**src/rtl/dwd_pkg.sv**
```systemverilog
// Package: shared constants and the read-size encoding of the draining FIFO.
// Assumes a 64-bit entry made of eight byte lanes.
package dwd_pkg;
    localparam int LANE_W  = 8;
    localparam int LANES   = 8;
    localparam int ENTRY_W = LANE_W * LANES;
    localparam int ADDR_W  = $clog2(LANES);
    localparam int HALF    = LANES / 2;

    typedef enum logic [1:0] {
        SZ_BYTE  = 2'd0,
        SZ_WORD  = 2'd1,
        SZ_DWORD = 2'd2,
        SZ_RSVD  = 2'd3
    } rd_size_e;
endpackage

```
**src/rtl/dwd_lane_decode.sv**
```systemverilog
// Module: turns a read size and byte offset into the set of lanes it covers
// and an alignment verdict. Purely combinational. Assumes word = half entry.
module dwd_lane_decode
    import dwd_pkg::*;
(
    input  logic [1:0]        size,
    input  logic [ADDR_W-1:0] addr,
    output logic [LANES-1:0]  lane_mask,
    output logic              aligned
);
    rd_size_e sz;
    assign sz = rd_size_e'(size);

    // Alignment rule per size code; the reserved code is never aligned.
    always_comb begin
        unique case (sz)
            SZ_BYTE:  aligned = 1'b1;
            SZ_WORD:  aligned = (addr[ADDR_W-2:0] == '0);
            SZ_DWORD: aligned = (addr == '0);
            default:  aligned = 1'b0;
        endcase
    end

    // One select term per lane, built by generate.
    for (genvar i = 0; i < LANES; i++) begin : g_lane
        localparam logic [ADDR_W-1:0] LANE_IDX = ADDR_W'(i);
        localparam logic              UPPER    = (i >= HALF);
        logic hit_byte, hit_word, hit_dword;
        assign hit_byte  = (sz == SZ_BYTE)  && (addr == LANE_IDX);
        assign hit_word  = (sz == SZ_WORD)  && (addr[ADDR_W-1] == UPPER);
        assign hit_dword = (sz == SZ_DWORD);
        assign lane_mask[i] = hit_byte | hit_word | hit_dword;
    end
endmodule

```
**src/rtl/dwd_store.sv**
```systemverilog
// Module: ring-buffer storage for DEPTH entries with a level counter.
// Pushes while full are dropped. Assumes pop is only asserted when not empty.
module dwd_store
    import dwd_pkg::*;
#(
    parameter  int DEPTH = 4,
    localparam int PTRW  = (DEPTH > 1) ? $clog2(DEPTH) : 1,
    localparam int CNTW  = $clog2(DEPTH + 1)
) (
    input  logic               clk,
    input  logic               rst_n,
    input  logic               push,
    input  logic [ENTRY_W-1:0] push_data,
    input  logic               pop,
    output logic [ENTRY_W-1:0] head_data,
    output logic [CNTW-1:0]    count,
    output logic               empty,
    output logic               full
);
    localparam logic [PTRW-1:0] LAST_PTR = PTRW'(DEPTH - 1);
    localparam logic [CNTW-1:0] CAP      = CNTW'(DEPTH);

    logic [ENTRY_W-1:0] mem [DEPTH];
    logic [PTRW-1:0]    wr_ptr, rd_ptr;
    logic               accept;

    assign full      = (count == CAP);
    assign empty     = (count == '0);
    assign accept    = push && !full;
    assign head_data = mem[rd_ptr];

    // Write the accepted entry into the tail slot.
    always_ff @(posedge clk) begin
        if (accept) mem[wr_ptr] <= push_data;
    end

    // Advance the tail pointer on every accepted push.
    always_ff @(posedge clk) begin
        if (!rst_n)      wr_ptr <= '0;
        else if (accept) wr_ptr <= (wr_ptr == LAST_PTR) ? '0 : wr_ptr + 1'b1;
    end

    // Advance the head pointer on every dequeue.
    always_ff @(posedge clk) begin
        if (!rst_n)   rd_ptr <= '0;
        else if (pop) rd_ptr <= (rd_ptr == LAST_PTR) ? '0 : rd_ptr + 1'b1;
    end

    // Track the number of stored entries.
    always_ff @(posedge clk) begin
        if (!rst_n) begin
            count <= '0;
        end else begin
            unique case ({accept, pop})
                2'b10:   count <= count + 1'b1;
                2'b01:   count <= count - 1'b1;
                default: count <= count;
            endcase
        end
    end
endmodule

```
**src/rtl/dwd_lane_track.sv**
```systemverilog
// Module: keeps the record of lanes already read from the head entry,
// grants or refuses each read, and requests a dequeue on the last lane.
// Assumes at most one read per cycle.
module dwd_lane_track
    import dwd_pkg::*;
(
    input  logic             clk,
    input  logic             rst_n,
    input  logic             rd_en,
    input  logic             empty,
    input  logic [LANES-1:0] lane_mask,
    input  logic             aligned,
    output logic             grant,
    output logic             pop,
    output logic             addr_err,
    output logic             under_err
);
    logic [LANES-1:0] done_lanes;
    logic [LANES-1:0] next_lanes;
    logic             overlap;

    assign overlap    = |(lane_mask & done_lanes);
    assign under_err  = rd_en && empty;
    assign addr_err   = rd_en && !empty && (!aligned || overlap);
    assign grant      = rd_en && !empty && aligned && !overlap;
    assign next_lanes = done_lanes | lane_mask;
    assign pop        = grant && (&next_lanes);

    // Mark granted lanes; wipe the record when the head leaves.
    always_ff @(posedge clk) begin
        if (!rst_n)     done_lanes <= '0;
        else if (pop)   done_lanes <= '0;
        else if (grant) done_lanes <= next_lanes;
    end
endmodule

```
**src/rtl/dword_drain_fifo.sv**
```systemverilog
// Module: top of the byte-lane draining output FIFO. Holds DEPTH 64-bit
// entries, lets the host drain the head by byte, word or dword, dequeues
// once every lane has been read, and keeps sticky error flags.
// Assumes DEPTH >= 2 and one host read per cycle.
module dword_drain_fifo
    import dwd_pkg::*;
#(
    parameter  int DEPTH = 4,
    localparam int CNTW  = $clog2(DEPTH + 1)
) (
    input  logic                  clk,
    input  logic                  rst_n,
    input  logic                  push_valid,
    input  logic [ENTRY_W-1:0]    push_data,
    input  logic                  rd_en,
    input  logic [1:0]            rd_size,
    input  logic [ADDR_W-1:0]     rd_addr,
    input  logic [1:0]            stat_clr,
    output logic [ENTRY_W-1:0]    rd_data,
    output logic [CNTW-1:0]       level,
    output logic                  full,
    output logic                  err_addr,
    output logic                  err_underflow
);
    logic [ENTRY_W-1:0] head_data;
    logic [ENTRY_W-1:0] bit_mask;
    logic [LANES-1:0]   lane_mask;
    logic               aligned, empty, grant, pop, addr_set, under_set;

    dwd_lane_decode u_decode (
        .size      (rd_size),
        .addr      (rd_addr),
        .lane_mask (lane_mask),
        .aligned   (aligned)
    );

    dwd_store #(.DEPTH(DEPTH)) u_store (
        .clk       (clk),
        .rst_n     (rst_n),
        .push      (push_valid),
        .push_data (push_data),
        .pop       (pop),
        .head_data (head_data),
        .count     (level),
        .empty     (empty),
        .full      (full)
    );

    dwd_lane_track u_track (
        .clk       (clk),
        .rst_n     (rst_n),
        .rd_en     (rd_en),
        .empty     (empty),
        .lane_mask (lane_mask),
        .aligned   (aligned),
        .grant     (grant),
        .pop       (pop),
        .addr_err  (addr_set),
        .under_err (under_set)
    );

    // Widen the lane selection to one bit per data bit.
    for (genvar i = 0; i < LANES; i++) begin : g_expand
        assign bit_mask[i*LANE_W +: LANE_W] = {LANE_W{lane_mask[i]}};
    end

    // Register the read result; refused reads return zero.
    always_ff @(posedge clk) begin
        if (!rst_n)     rd_data <= '0;
        else if (rd_en) rd_data <= grant ? (head_data & bit_mask) : '0;
    end

    // Sticky address-error flag; a new error beats a clear.
    always_ff @(posedge clk) begin
        if (!rst_n) err_addr <= 1'b0;
        else        err_addr <= addr_set | (err_addr & ~stat_clr[0]);
    end

    // Sticky underflow flag; a new error beats a clear.
    always_ff @(posedge clk) begin
        if (!rst_n) err_underflow <= 1'b0;
        else        err_underflow <= under_set | (err_underflow & ~stat_clr[1]);
    end
endmodule

```
**config.mk**
```make
export PLATFORM = sky130hd
export DESIGN_NAME = dword_drain_fifo
export DESIGN_NICKNAME = d
export VERILOG_FILES = /design/src/rtl/dwd_pkg.sv /design/src/rtl/dwd_lane_decode.sv /design/src/rtl/dwd_store.sv /design/src/rtl/dwd_lane_track.sv /design/src/rtl/dword_drain_fifo.sv
export SDC_FILE = /design/constraint.sdc
export NUM_CORES = 1
export LEC_CHECK = 0
export BUFFER_PORTS_ARGS = -buffer_cell sky130_fd_sc_hd__buf_2
export CORE_ASPECT_RATIO = 2
export CORE_MARGIN = 2
export CORE_UTILIZATION = 55
export DETAILED_ROUTE_END_ITERATION = 6
export PLACE_DENSITY_LB_ADDON = 0.12
export SLEW_MARGIN = 20
export SYNTH_ARGS = -nofsm -noshare
export SYNTH_HDL_FRONTEND = slang
export SYNTH_SLANG_ARGS = --single-unit
```
**constraint.sdc**
```tcl
create_clock -name clk -period 4.3 [get_ports clk]
set_clock_uncertainty 0.1 [all_clocks]
set_input_delay 0 -clock clk [delete_from_list [all_inputs] [get_ports clk]]
set_output_delay 0 -clock clk [all_outputs]
set_load 0.005 [all_outputs]
```
* After elaboration in Yosys (flattened, before gate mapping)
Memory sizes are Yosys's and may differ from the RTL's. A register that Yosys moved wholly into a read port is not among the register bits.
Cells that the tools add are included.
** Storage, ports and cells
- Register bits :: 81
- Bits in latches :: 0
- Memory bits (writable) :: 256
- Memory bits (read-only) :: 0
- Input port bits :: 75
- Logic and storage cells :: 92
- Memories :: 1
** Memories
- u_store.mem :: words 4, width 64, read ports 1, clocked after memory_dff 1, write ports 1, line dwd_store.sv:23 : logic [ENTRY_W-1:0] mem [DEPTH];
** Cells by class
- Add/subtract/negate cells :: 4
- Multipliers :: 0
- Div/mod/pow operators :: 0
- $lt $le $gt $ge :: 0
- Equality and inequality tests :: 14
- Shift operators :: 0
- Muxes and demuxes :: 9
- Bitwise gates (word level) :: 27
- Reductions and logical operators :: 30
** Operators by type and width (number)
- $and 64x64->64 :: 1
- $mux 64 :: 1
- $or 1x1->1 :: 18
- $logic_and 1x1->1 :: 17
- $eq 3x3->1 const B :: 5
- $and 8x8->8 :: 1
- $eq 2x2->1 const B :: 4
- $mux 2 :: 4
- $or 8x8->8 :: 1
- $reduce_and 8->1 :: 1
- $reduce_or 8->1 :: 1
- $eq 3x2->1 const B :: 2
- $logic_not 3->1 :: 2
- $pmux 3 s2 :: 1
- $add 2x1->2 const B :: 2
- $eq 2x1->1 const B :: 2
- $logic_not 1->1 :: 4
- $logic_not 2->1 :: 2
- $not 1->1 :: 4
- $add 3x1->3 const B :: 1
- $eq 3x1->1 const B :: 1
- $pmux 1 s3 :: 1
- $sub 3x1->3 const B :: 1
- $and 1x1->1 :: 2
- other kinds (4) :: 5

* Longest topological paths before layout
- Depth after elaboration :: 11
- Mapped depth :: 13
- Mapped depth without buffers :: 11

* Hierarchy
A second synthesis with hierarchy kept.
** Second synthesis, totals
- Cell total of the unflattened synthesis :: 751
- Area, all modules :: 13135.1 um^2
** By module, submodules not included
- dwd_store :: instances 1, cells an instance 386, area an instance 9798.1 um^2, sequential area each 7867.5 um^2
- dword_drain_fifo :: instances 1, cells an instance 298, area an instance 2824.0 um^2, sequential area each 1321.3 um^2
- dwd_lane_track :: instances 1, cells an instance 47, area an instance 406.6 um^2, sequential area each 160.2 um^2
- dwd_lane_decode :: instances 1, cells an instance 20, area an instance 106.4 um^2, sequential area each 0.0 um^2

* Least setup slack after synthesis
Ideal clock, no wire load.
- Path kind :: reg2reg
- Start point :: register u_store.count[0]
- End point :: memory u_store.mem[0][0] (netlist bit) (enable)
- Library setup time :: 0.429 ns
- Arrival :: 2.405 ns
- Setup slack :: 1.366 ns
- Stages on the path, launching flop included :: 5
- Clock period less this slack :: 2.934 ns
- Cells stage by stage :: dfxtp_1 -> inv_1 -> and3_1 -> nor2b_1 -> and2_1
** On the way
- Cells in the longest elaborated chain, start to end :: 5
** RTL lines
- start, declared :: line dwd_store.sv:16 : output logic [CNTW-1:0] count,
- start signal, assigned :: line dwd_store.sv:55 : 2'b10: count <= count + 1'b1;
- start signal, assigned :: line dwd_store.sv:56 : 2'b01: count <= count - 1'b1;
- start signal, assigned :: line dwd_store.sv:57 : default: count <= count;
- $eq 3x3->1 :: line dwd_store.sv:27 : assign full = (count == CAP);
- named net full :: line dword_drain_fifo.sv:21 : output logic full,
- $logic_not 1->1 :: line dwd_store.sv:29 : assign accept = push && !full;
- $logic_and 1x1->1 :: line dwd_store.sv:29
- $mux 1 :: line dwd_store.sv:34 : if (accept) mem[wr_ptr] <= push_data;
- $mux 1 (not written as such) :: line dwd_store.sv:34
- end, declared :: line dwd_store.sv:23
The timed path passes the listed nets, and every way through them passes these cells.

* Worst setup path after layout
- Start point :: register u_track.done_lanes[5]
- End point :: register u_store.count[2]
** On the way
- Cells in the longest elaborated chain, start to end :: 7
- Elaborated cells on any way between the ends :: 11
** RTL lines
- start, declared :: line dwd_lane_track.sv:18 : logic [LANES-1:0] done_lanes;
- start signal, assigned :: line dwd_lane_track.sv:33 : else if (grant) done_lanes <= next_lanes;
- $and 8x8->8 :: line dwd_lane_track.sv:22 : assign overlap = |(lane_mask & done_lanes);
- $reduce_or 8->1 :: line dwd_lane_track.sv:22
- $logic_not 1->1 :: line dwd_lane_track.sv:25 : assign grant = rd_en && !empty && aligned && !overlap;
- $logic_and 1x1->1 :: line dwd_lane_track.sv:25
- $logic_and 1x1->1 (*) :: line dwd_lane_track.sv:27 : assign pop = grant && (&next_lanes);
- $eq 2x1->1 / $eq 2x2->1 (equally long branches) :: line dwd_store.sv:54 : unique case ({accept, pop})
- $pmux 3 s2 / $reduce_bool 2->1 (equally long branches)
Mark *: on every way between the ends. The rest lies on a longest branch, timed or not.
A chain may end at the register's enable or synchronous reset.

==> impl_metrics.py <==
metrics = {
    "global_route": {
        "antenna_found_initial": 0,
        "grt_overflow_total": 0,
        "gr-usage-all-layers_pct": 21.4,
        "grt_max_degree": 65,
        "first_global_vias": 7184,
        "grt_pass1_wl_um": 38300,
    },
    "sta": {
        "hold_violations": 0,
        "fmax_mhz": 325,
        "fin_ws_ps": 1220,
        "relSlewSlack_pct": 26.8,
        "setup_viol": 0,
        "finalCritPeriodShare_pct": 71.6,
        "worst_slew_pin_slew_ps": 1100,
        "rsz0062_at_grt": "no",
        "tns_ps": 0,
        "final.min_clock_period_ps": 3080,
        "drv_slew": 0,
    },
    "placed_design": {
        "io_buffers": 144,
        "placed_area_um2": 13400,
        "dp.cells": 1015,
        "hpwl_um": 14600,
        "gp_congestion": 0.917,
        "place_ws_ps": 1220,
    },
    "worst_hold_path": {
        "hp-start": "rd_addr[2]",
        "hp-class": "primary input to register",
    },
    "detailed_routing": {
        "vias": 6573,
        "vias_per_cell": 5.78,
        "route.detailed.drc": 0,
        "ant_nets": 0,
        "drtIter0Drc": 312,
        "firstDrtPassIters": 5,
        "wl_per_cell_um": 21.8,
        "wl_um": 24800,
    },
    "synth": {
        "ys_seq_area_share_pct": 75.3,
        "yosysWarnings": 0,
        "yosysMostFrequentCell": "edfxtp_1",
        "ys_top_cells_by_count": "edfxtp_1 (256), dfxtp_1 (83), a22o_1 (64), mux4_2 (64), clkbuf_1 (18)",
        "ys.flop_type": "edfxtp_1",
        "synth_edf_count": 256,
        "synth-seq-cells": 339,
        "synth_area_leader_cell": "edfxtp_1",
        "yosysUniqueCellTypes": 48,
        "synth_top_area_share_pct": 62.0,
        "synth_area_leaders": "edfxtp_1 (62%), dfxtp_1 (13%), mux4_2 (12%)",
        "syn_avg_cell_area_um2": 20.2,
        "syn_area_um2": 12400,
        "synth_fp_nets": 697,
        "synthArstFlopShare_pct": 0,
        "synthCells": 615,
    },
    "die": {
        "start_util_pct": 56.0,
        "die_area_um2": 23900,
        "coreArea_um2": 22200,
        "die_x_um": 110,
        "die_height_um": 216,
        "row_count": 77,
        "ios": 145,
    },
    "cts": {
        "h-tree-depth": 1,
        "ctsLongestPathBuffers": 3,
        "cts_root_buf": "clkbuf_16",
        "cts.sinks": 339,
        "cts_tree": "yes",
        "numCtsBuffers": 28,
        "clk_latency_ps": 550,
        "cts.clk_slew.worst_paths_ps": 70,
        "cts_setup_buffers": 0,
    },
    "power": {
        "total_power_mw": 6.64,
        "ir_drop_mv": 0.373,
        "cellLeakagePower_nw": 5.49,
        "cellPowerDensity_nw_per_um2": 440,
    },
    "setup_path": {
        "path_max_fanout": 10,
        "rr_startpoint": "u_track.done_lanes[5]",
        "startpoint_type": "register",
        "path_class": "register to register",
        "cp-startpoint": "u_track.done_lanes[5]",
        "crit_required_ps": 4670,
        "arrival_ps": 3450,
        "cp-end-kind": "register",
    },
    "layout": {
        "antenna_cells": 0,
        "fillers": 1479,
        "drive_gt1_share_pct": 32.4,
        "final_cells": 1138,
        "layout-area-overhead-vs-synth_pct": 21.8,
        "final_nets": 922,
        "postLayoutCellArea_um2": 15100,
    },
    "flow_run": {
        "drv_cap": 0,
    },
    "run_status": {
        "status": "finished clean",
    },
}
-- cell usage in the layout (no fill, tap or decap), types with 4 or more instances in the layout --
cell and instances:
a21oi_1 15, a22o_1 64, and2_4 5, buf_2 144
bufinv_16 4, clkbuf_1 9, clkbuf_16 28, clkbuf_8 5
dfxtp_1 81, dlygate4sd3_1 71, edfxtp_1 256, ha_1 6
inv_1 8, mux2i_1 4, mux4_2 64, nand2_1 15
nand2b_1 5, nor2_1 14, nor2_8 8, o21a_1 8
-- through the flow --
stage / hold slack (ps) / util [%]
global route: 85.4 / 68.2
CTS: 52.5 / 68.2
floorplan: -1.13 / -
detailed placement: 118 / 60.6
global placement: 108 / 60.6
finish: 85.1 / 68.2
-- where the power goes --
group | internal (mW) | total (mW) | switching, mW
Clock | 1.54 | 2.63 | 1.09
Combinational | 0.154 | 0.349 | 0.195
Sequential | 3.64 | 3.67 | 0.0305
-- state kept, by name, indices dropped and copies added, names as in the netlist, named ones only --
name and flops:
err_underflow 1, u_track.done_lanes 8, u_store.wr_ptr 2, err_addr 1
u_store.count 3, rd_data 64, u_store.rd_ptr 2, u_store.mem 256
-- worst max-delay path, cell delays in order, from the launching register on --
cell       delay (ps)
dfxtp_1           350
mux2i_1           160
nand2_1           130
a2111oi_4         490
nand2_2           250
nor3_4            290
ha_1              220
inv_1              60
fa_1              370
xor2_1            150
or3_1             310
a21oi_1           140
-- logic make-up after synthesis --
family | count (synthesis) | synth area share [%]
flops | 339 | 75.3
compound gates | 100 | 6.70
mux | 69 | 12.1
simple gates | 67 | 3.89
buf+inv | 31 | 1.04
fa+ha+maj | 7 | 0.766
xor+xnor | 2 | 0.141
-- repair_timing --
action,CTS,global route
hold buffers,71,0
hold endpoints to repair,293,0
gates resized for setup,0,0
endpoints found under the setup margin,0,0
-- worst paths after layout --
| kind | end | slack (ps) | cells after the start |
|---|---|---|---|
| worst min-delay path | u_track.done_lanes[0] | 90 | 5 |
| worst max register to register | u_store.count[2] | 1220 | 11 |
| worst min register to register | rd_data[30] | 380 | 1 |
| worst max-delay path | u_store.count[2] | 1220 | 11 |
-- layout make-up --
cell class | instances | area (um2) | area share, %
inverters | 9 | 33.8 | 0.224
repair buffers | 217 | 1460 | 9.66
clock inverters | 10 | 164 | 1.08
multi-input cells | 245 | 2950 | 19.5
well taps | 276 | 345 | 2.29
flip-flops and latches | 339 | 9360 | 61.9
clock buffers | 42 | 803 | 5.32
-- layer usage --
metal / up-vias / track usage, % / routed length (um)
met5: - / 0 / 0
met4: 0 / 7.21 / 660
met3: 55 / 3.73 / 1080
met2: 175 / 39.3 / 13900
met1: 3384 / 24.7 / 9190
li1: 2959 / - / -
(Power assumes the default switching activity.)
